## src/rtl/oob_pkg.sv

```systemverilog
package oob_pkg;
    typedef enum logic [2:0] {
        ST_SEND_RST  = 3'd0,
        ST_WAIT_INIT = 3'd1,
        ST_SEND_WAKE = 3'd2,
        ST_WAIT_WAKE = 3'd3,
        ST_LINK_UP   = 3'd4
    } oob_state_e;

    typedef enum logic [1:0] {
        GAP_NONE  = 2'd0,
        GAP_SHORT = 2'd1,
        GAP_LONG  = 2'd2
    } gap_kind_e;
endpackage

```

## src/rtl/oob_gap_classifier.sv

```systemverilog
module oob_gap_classifier
    import oob_pkg::*;
#(
    parameter int SHORT_MIN = 12,
    parameter int SHORT_MAX = 20,
    parameter int LONG_MIN  = 40,
    parameter int LONG_MAX  = 56,
    parameter int RUN_LEN   = 4
) (
    input  logic clk,
    input  logic rst_n,
    input  logic rx_start,
    input  logic rx_end,
    output logic wake_det,
    output logic init_det
);
    localparam int GW = $clog2(LONG_MAX + 2);
    localparam int RW = $clog2(RUN_LEN + 1);
    localparam logic [GW-1:0] SMIN_C = GW'(SHORT_MIN);
    localparam logic [GW-1:0] SMAX_C = GW'(SHORT_MAX);
    localparam logic [GW-1:0] LMIN_C = GW'(LONG_MIN);
    localparam logic [GW-1:0] LMAX_C = GW'(LONG_MAX);
    localparam logic [GW-1:0] SAT_C  = {GW{1'b1}};
    localparam logic [RW-1:0] GAPS_C = RW'(RUN_LEN - 1);

    typedef struct packed {
        logic            in_gap;
        logic [GW-1:0]   gap_cnt;
        gap_kind_e       run_kind;
        logic [RW-1:0]   run_cnt;
        logic            wake_det;
        logic            init_det;
    } cls_t;

    cls_t q, d;

    function automatic gap_kind_e classify(input logic [GW-1:0] g);
        if (g >= LMIN_C && g <= LMAX_C)      classify = GAP_LONG;
        else if (g >= SMIN_C && g <= SMAX_C) classify = GAP_SHORT;
        else                                 classify = GAP_NONE;
    endfunction

    always_comb begin
        gap_kind_e     kind;
        logic [RW-1:0] cnt;
        kind = GAP_NONE;
        cnt  = '0;
        d = q;
        d.wake_det = 1'b0;
        d.init_det = 1'b0;
        if (q.in_gap && q.gap_cnt != SAT_C) d.gap_cnt = q.gap_cnt + 1'b1;
        if (rx_end) begin
            d.in_gap  = 1'b1;
            d.gap_cnt = GW'(1);
        end else if (rx_start) begin
            d.in_gap = 1'b0;
            if (q.in_gap) begin
                kind = classify(q.gap_cnt);
                if (kind == GAP_NONE) begin
                    d.run_cnt  = '0;
                    d.run_kind = GAP_NONE;
                end else begin
                    cnt = (kind == q.run_kind) ? q.run_cnt + 1'b1 : RW'(1);
                    if (cnt == GAPS_C) begin
                        d.wake_det = (kind == GAP_SHORT);
                        d.init_det = (kind == GAP_LONG);
                        d.run_cnt  = '0;
                        d.run_kind = GAP_NONE;
                    end else begin
                        d.run_cnt  = cnt;
                        d.run_kind = kind;
                    end
                end
            end else begin
                d.run_cnt  = '0;
                d.run_kind = GAP_NONE;
            end
        end
    end

    always_ff @(posedge clk) begin
        if (!rst_n) begin
            q.in_gap   <= 1'b0;
            q.gap_cnt  <= '0;
            q.run_kind <= GAP_NONE;
            q.run_cnt  <= '0;
            q.wake_det <= 1'b0;
            q.init_det <= 1'b0;
        end else begin
            q <= d;
        end
    end

    assign wake_det = q.wake_det;
    assign init_det = q.init_det;
endmodule

```

## src/rtl/oob_tx_gen.sv

```systemverilog
module oob_tx_gen #(
    parameter int BURST_CYC = 8,
    parameter int TX_BURSTS = 6,
    parameter int SHORT_GAP = 16,
    parameter int LONG_GAP  = 48
) (
    input  logic clk,
    input  logic rst_n,
    input  logic go,
    input  logic long_sel,
    output logic tx_burst,
    output logic done
);
    localparam int MAXG = (LONG_GAP > SHORT_GAP) ? LONG_GAP : SHORT_GAP;
    localparam int MAXC = (MAXG > BURST_CYC) ? MAXG : BURST_CYC;
    localparam int CW   = $clog2(MAXC + 1);
    localparam int NW   = $clog2(TX_BURSTS + 1);
    localparam logic [CW-1:0] BEND_C = CW'(BURST_CYC - 1);
    localparam logic [CW-1:0] LEND_C = CW'(LONG_GAP - 1);
    localparam logic [CW-1:0] SEND_C = CW'(SHORT_GAP - 1);
    localparam logic [NW-1:0] LAST_C = NW'(TX_BURSTS - 1);

    typedef struct packed {
        logic          busy;
        logic          in_burst;
        logic          long_q;
        logic [CW-1:0] cnt;
        logic [NW-1:0] nb;
    } gen_t;

    gen_t q, d;

    always_comb begin
        d    = q;
        done = 1'b0;
        if (go) begin
            d.busy     = 1'b1;
            d.in_burst = 1'b1;
            d.long_q   = long_sel;
            d.cnt      = '0;
            d.nb       = '0;
        end else if (q.busy) begin
            if (q.in_burst) begin
                if (q.cnt == BEND_C) begin
                    d.cnt      = '0;
                    d.in_burst = 1'b0;
                    if (q.nb == LAST_C) begin
                        d.busy = 1'b0;
                        done   = 1'b1;
                    end
                end else begin
                    d.cnt = q.cnt + 1'b1;
                end
            end else begin
                if (q.cnt == (q.long_q ? LEND_C : SEND_C)) begin
                    d.cnt      = '0;
                    d.in_burst = 1'b1;
                    d.nb       = q.nb + 1'b1;
                end else begin
                    d.cnt = q.cnt + 1'b1;
                end
            end
        end
    end

    always_ff @(posedge clk) begin
        if (!rst_n) begin
            q.busy     <= 1'b0;
            q.in_burst <= 1'b0;
            q.long_q   <= 1'b1;
            q.cnt      <= '0;
            q.nb       <= '0;
        end else begin
            q <= d;
        end
    end

    assign tx_burst = q.busy & q.in_burst;
endmodule

```

## src/rtl/oob_seq_fsm.sv

```systemverilog
module oob_seq_fsm
    import oob_pkg::*;
#(
    parameter int TIMEOUT = 2000
) (
    input  logic       clk,
    input  logic       rst_n,
    input  logic       tx_done,
    input  logic       init_det,
    input  logic       wake_det,
    output logic       go,
    output logic       long_sel,
    output oob_state_e state,
    output logic       retry_err
);
    localparam int TW = $clog2(TIMEOUT + 1);
    localparam logic [TW-1:0] TLAST_C = TW'(TIMEOUT - 1);

    typedef struct packed {
        oob_state_e    state;
        logic [TW-1:0] timer;
        logic          go;
        logic          long_sel;
        logic          err;
    } fsm_t;

    fsm_t q, d;

    always_comb begin
        d     = q;
        d.go  = 1'b0;
        d.err = 1'b0;
        unique case (q.state)
            ST_SEND_RST: begin
                if (tx_done) begin
                    d.state = ST_WAIT_INIT;
                    d.timer = '0;
                end
            end
            ST_WAIT_INIT: begin
                if (init_det) begin
                    d.state    = ST_SEND_WAKE;
                    d.go       = 1'b1;
                    d.long_sel = 1'b0;
                end else if (q.timer == TLAST_C) begin
                    d.state    = ST_SEND_RST;
                    d.go       = 1'b1;
                    d.long_sel = 1'b1;
                    d.err      = 1'b1;
                end else begin
                    d.timer = q.timer + 1'b1;
                end
            end
            ST_SEND_WAKE: begin
                if (tx_done) begin
                    d.state = ST_WAIT_WAKE;
                    d.timer = '0;
                end
            end
            ST_WAIT_WAKE: begin
                if (wake_det) begin
                    d.state = ST_LINK_UP;
                end else if (q.timer == TLAST_C) begin
                    d.state    = ST_SEND_RST;
                    d.go       = 1'b1;
                    d.long_sel = 1'b1;
                    d.err      = 1'b1;
                end else begin
                    d.timer = q.timer + 1'b1;
                end
            end
            ST_LINK_UP: begin
                if (init_det) begin
                    d.state    = ST_SEND_RST;
                    d.go       = 1'b1;
                    d.long_sel = 1'b1;
                end
            end
            default: begin
                d.state    = ST_SEND_RST;
                d.go       = 1'b1;
                d.long_sel = 1'b1;
            end
        endcase
    end

    always_ff @(posedge clk) begin
        if (!rst_n) begin
            q.state    <= ST_SEND_RST;
            q.timer    <= '0;
            q.go       <= 1'b1;
            q.long_sel <= 1'b1;
            q.err      <= 1'b0;
        end else begin
            q <= d;
        end
    end

    assign go        = q.go;
    assign long_sel  = q.long_sel;
    assign state     = q.state;
    assign retry_err = q.err;
endmodule

```

## src/rtl/oob_seq.sv

```systemverilog
module oob_seq
    import oob_pkg::*;
#(
    parameter int BURST_CYC = 8,
    parameter int TX_BURSTS = 6,
    parameter int SHORT_GAP = 16,
    parameter int LONG_GAP  = 48,
    parameter int SHORT_MIN = 12,
    parameter int SHORT_MAX = 20,
    parameter int LONG_MIN  = 40,
    parameter int LONG_MAX  = 56,
    parameter int RUN_LEN   = 4,
    parameter int TIMEOUT   = 2000
) (
    input  logic       clk,
    input  logic       rst_n,
    input  logic       rx_burst_start,
    input  logic       rx_burst_end,
    output logic       tx_burst,
    output logic       tx_idle,
    output logic [2:0] oob_state,
    output logic       link_ready,
    output logic       retry_err
);
    logic       go, long_sel, tx_done, wake_det, init_det;
    oob_state_e state;

    oob_gap_classifier #(
        .SHORT_MIN(SHORT_MIN), .SHORT_MAX(SHORT_MAX),
        .LONG_MIN(LONG_MIN), .LONG_MAX(LONG_MAX), .RUN_LEN(RUN_LEN)
    ) i_cls (
        .clk(clk), .rst_n(rst_n),
        .rx_start(rx_burst_start), .rx_end(rx_burst_end),
        .wake_det(wake_det), .init_det(init_det)
    );

    oob_tx_gen #(
        .BURST_CYC(BURST_CYC), .TX_BURSTS(TX_BURSTS),
        .SHORT_GAP(SHORT_GAP), .LONG_GAP(LONG_GAP)
    ) i_gen (
        .clk(clk), .rst_n(rst_n), .go(go), .long_sel(long_sel),
        .tx_burst(tx_burst), .done(tx_done)
    );

    oob_seq_fsm #(.TIMEOUT(TIMEOUT)) i_fsm (
        .clk(clk), .rst_n(rst_n), .tx_done(tx_done),
        .init_det(init_det), .wake_det(wake_det),
        .go(go), .long_sel(long_sel), .state(state), .retry_err(retry_err)
    );

    assign oob_state  = state;
    assign link_ready = (state == ST_LINK_UP);
    assign tx_idle    = ~tx_burst & ~link_ready;
endmodule

```

## config.mk

```make
export PLATFORM = sky130hd
export DESIGN_NAME = oob_seq
export DESIGN_NICKNAME = d
export VERILOG_FILES = /design/src/rtl/oob_pkg.sv /design/src/rtl/oob_gap_classifier.sv /design/src/rtl/oob_tx_gen.sv /design/src/rtl/oob_seq_fsm.sv /design/src/rtl/oob_seq.sv
export SDC_FILE = /design/constraint.sdc
export NUM_CORES = 1
export LEC_CHECK = 0
export BUFFER_PORTS_ARGS = -buffer_cell sky130_fd_sc_hd__buf_2
export CAP_MARGIN = 10
export CORE_UTILIZATION = 50
export CTS_BUF_LIST = sky130_fd_sc_hd__clkbuf_4
export DETAILED_ROUTE_END_ITERATION = 8
export GPL_TIMING_DRIVEN = 0
export MAX_ROUTING_LAYER = met4
export PLACE_DENSITY = 0.67
export SLEW_MARGIN = 20
export SYNTH_ARGS = -nofsm -noshare
export SYNTH_HDL_FRONTEND = slang
export SYNTH_SLANG_ARGS = --single-unit
```

## constraint.sdc

```tcl
create_clock -name clk -period 2.33 [get_ports clk]
set_clock_uncertainty 0.1 [all_clocks]
set_input_delay 0 -clock clk [delete_from_list [all_inputs] [get_ports clk]]
set_output_delay 0 -clock clk [all_outputs]
set_load 0.03 [all_outputs]
```

==> summary.txt <==
CTS
  – CTS buffer count: 5
  – CTS tree: built
  – Root Driver: clkbuf_4
  – Clk sinks: 43
  – Resize count post-CTS: 0
  – Setup Fix Bufs, Post-CTS: 0
  – Max Root-Sink Buffers: 2
  – Max H-tree Level: 2
  – Worst skew pair latency: 0.36 ns
  – Clock slew at reported path FFs: 0.12 ns
  – Hold buffer count at CTS: 3

Logic synthesis
  – Syn avg cell area: 8.58 sq um
  – Top cell type's share of synthesized area: 0.386
  – Mapped Nets: 271
  – Synth cell types: 58
  – Syn. warnings: 0
  – Post-Synth Adder-Cell Area: 0.0393
  – Post-Synth Simple-Gate Area: 0.272
  – Synth area leader: dfxtp_1
  – Top cells by area, synth: dfxtp_1, nor2_1, a21oi_1
  – Post-synthesis sequential area ratio: 0.386
  – Combinational family with the most area after synthesis: simple AND/OR/NAND/NOR gates
  – Synth Register Bits: 43
  – Async set or reset register ratio after synthesis: 0
  – Post-Synth XOR/XNOR Area: 0.0629
  – Synthesized netlist cell count: 260
  – Multiplexer area fraction after synthesis: 0.00954
  – Post-synth EDFFs: 0
  – Mapped cell area: between 0.002 and 0.0025 sq mm
  – Compound-Gate Fraction of Synth Area: 0.186
  – Most common flop cell mapped by yosys: dfxtp_1

Global route
  – Tot GR Track Use: 0.202
  – M3 GR Usage: 0.0395
  – Busiest grt layer: met2
  – Antenna violations before repair: 0
  – Met1 Usage GRT: 0.251
  – M2 GR Usage: 0.311
  – First-pass GRT wire length: 6780 microns
  – Grt total ovfl: 0
  – Vias in the first global route: 1582
  – Largest net degree at the start of global routing: 14

Timing
  – Worst slew margin: 0.544
  – Slew @ Worst Pin: 0.676 ns
  – Final WS setup: 0.288 ns
  – Peak Freq: 0.490 GHz
  – Endpoints failing setup: 0
  – Period minus WS final: 2.04 ns
  – RSZ-0062 raised after global routing: no
  – Hold Violations, Final: 0
  – Final Max Tran Viols: 0
  – Setup TNS: 0 ns
  – Tcrit/Tclk final: 0.876

Hold path
  – Hold WC Path Type: input pin to flop

Power
  – Peak supply drop: 0.378 mV
  – Clock Power Share: 0.359
  – Leakage: 0.000895 uW
  – Total power: between 1000 and 1500 uW
  – Power Density: 531 mW/mm^2
  – Total internal power: ~1000 uW
  – Comb power frac: 0.056
  – Sequential share of power: 0.585
  – Switching Share: 0.230
  – Switching power: about 300 uW

Layout
  – Finished Cell Area: 0.00244 sq mm
  – Diode count: 0
  – Register area: 861 sq um
  – Commonest non-fill, non-tap cell in the layout: dfxtp_1
  – Nets: 290
  – Fillers: 385
  – Most frequent cells in the layout: dfxtp_1, nor2_1, a21oi_1
  – Area Overhead vs Synth: 9.60%
  – Share of layout cells above drive strength 1: 0.121
  – Area of the multi-input gates: 0.00127 sq mm

Floorplanning
  – Die width: 68.8 microns
  – Rows: 23
  – Core Region: 0.00414 sq mm
  – Die H: 68.8 microns
  – Initial Util: 0.538
  – IO Count: 11
  – DIE AREA: approximately 0.0047 sq mm

Outcome
  – Status: completed

Drt
  – Drt pass-1 iters: 4
  – Initial DRC Count: 76
  – Drc violations: 0
  – Aggregate routed wire length: 4100 microns
  – WL per Instance: ~12 microns
  – Via count: 1829
  – Post-DR vias/cell: 5.54
  – Antenna Violating Nets Remaining: 0

Place
  – Placed cell areas: 0.00234 sq mm
  – GP Congestion: approximately 0.80
  – Post-place setup slack: 0.289 ns
  – Buffers on Ports: 9
  – HPWL after detailed placement: 2960 microns

Flow run
  – Max capacitance violation total: 0

Critical path
  – Worst EP arrival: 2.21 ns
  – Max FO, Critical Path: 7
  – Startpoint types: flop
  – Worst Setup End Kind: flop
  – Setup CP Type: flop to flop
  – CP required: 2.50 ns
[worst max-delay path, stage by stage (launching register included)]
cell	delay [ns]
dfxtp_1	0.32
clkbuf_1	0.27
o21ai_1	0.13
a31oi_2	0.33
xor2_1	0.11
a2111o_1	0.42
a32o_1	0.28
[cell type report]
cell class / count / area share
Clock inverter: 3 / 0.0159
Tap cell: 50 / 0.0256
Buffer: 9 / 0.0215
Clock buffer: 5 / 0.0154
Inverter: 12 / 0.0184
Multi-Input combinational cell: 196 / 0.520
Sequential cell: 43 / 0.352
Timing Repair Buffer: 12 / 0.0307
[stage by stage]
step / util / instances / hold slack (ns)
after global placement: 0.564 / 319 / 0.188
final: 0.590 / 330 / 0.361
after global routing: 0.590 / 330 / 0.412
after detailed placement: 0.564 / 319 / 0.198
after floorplan: - / 260 / 0.0645
after CTS: 0.590 / 330 / 0.352
[registers in the layout, indices dropped and copies added, names as in the netlist]
signal / flops
i_cls.init_det: 1
i_cls.q: 12
i_fsm.long_sel: 1
i_fsm.go: 1
i_cls.wake_det: 1
i_fsm.state: 3
i_gen.q: 12
i_fsm.retry_err: 1
i_fsm.q: 11
[power by group through the flow]
stage          sequential, uW  combinational (uW)  clock, uW
6_report                  759                73.0        466
5_1_grt                   760                81.7        503
4_1_cts                   759                73.5        479
3_5_place_dp              775                69.4          0
3_3_place_gp              775                68.9          0
2_1_floorplan             772                54.1          0
[synth_stat cells (all sizes together), types with 2 or more instances]
cell / instances
nor3: 6
dfxtp: 43
and3b: 2
a21o: 2
inv: 12
buf: 5
nand2b: 10
nor2: 33
a31oi: 4
ha: 7
xor2: 11
a21oi: 22
xnor2: 5
a32o: 2
nand4: 4
or3: 4
and4: 2
nand4b: 2
and4bb: 2
and3: 3
clkbuf: 4
o21ai: 11
nor3b: 3
or2: 2
nand2: 17
and2: 2
nor2b: 2
nand3: 11
a211oi: 3
o31ai: 2
[worst paths after layout]
check	cells after the start	to	startpoint	slack, ns
setup / recovery	6	i_cls.q[6]	i_cls.q[12]	0.29
hold / removal	4	i_cls.q[7]	rx_burst_end	0.36
setup reg to reg	6	i_cls.q[6]	i_cls.q[12]	0.29
hold reg to reg	1	i_cls.q[3]	i_cls.q[3]	0.39
[layer usage]
metal  vias up  part of all wire
li1        960                 -
met1       839              0.50
met2        25              0.45
met3         5             0.037
met4         0             0.015
met5         -                 0
[cells by family after synthesis]
kind of cell	Yosys count
flip-flops	43
multiplexers	2
buffers and inverters	21
XOR/XNOR	16
AO/OA/AOI/OAI	61
adder cells (fa/ha/maj)	7
AND/OR/NAND/NOR	110
(Power assumes the default switching activity.)
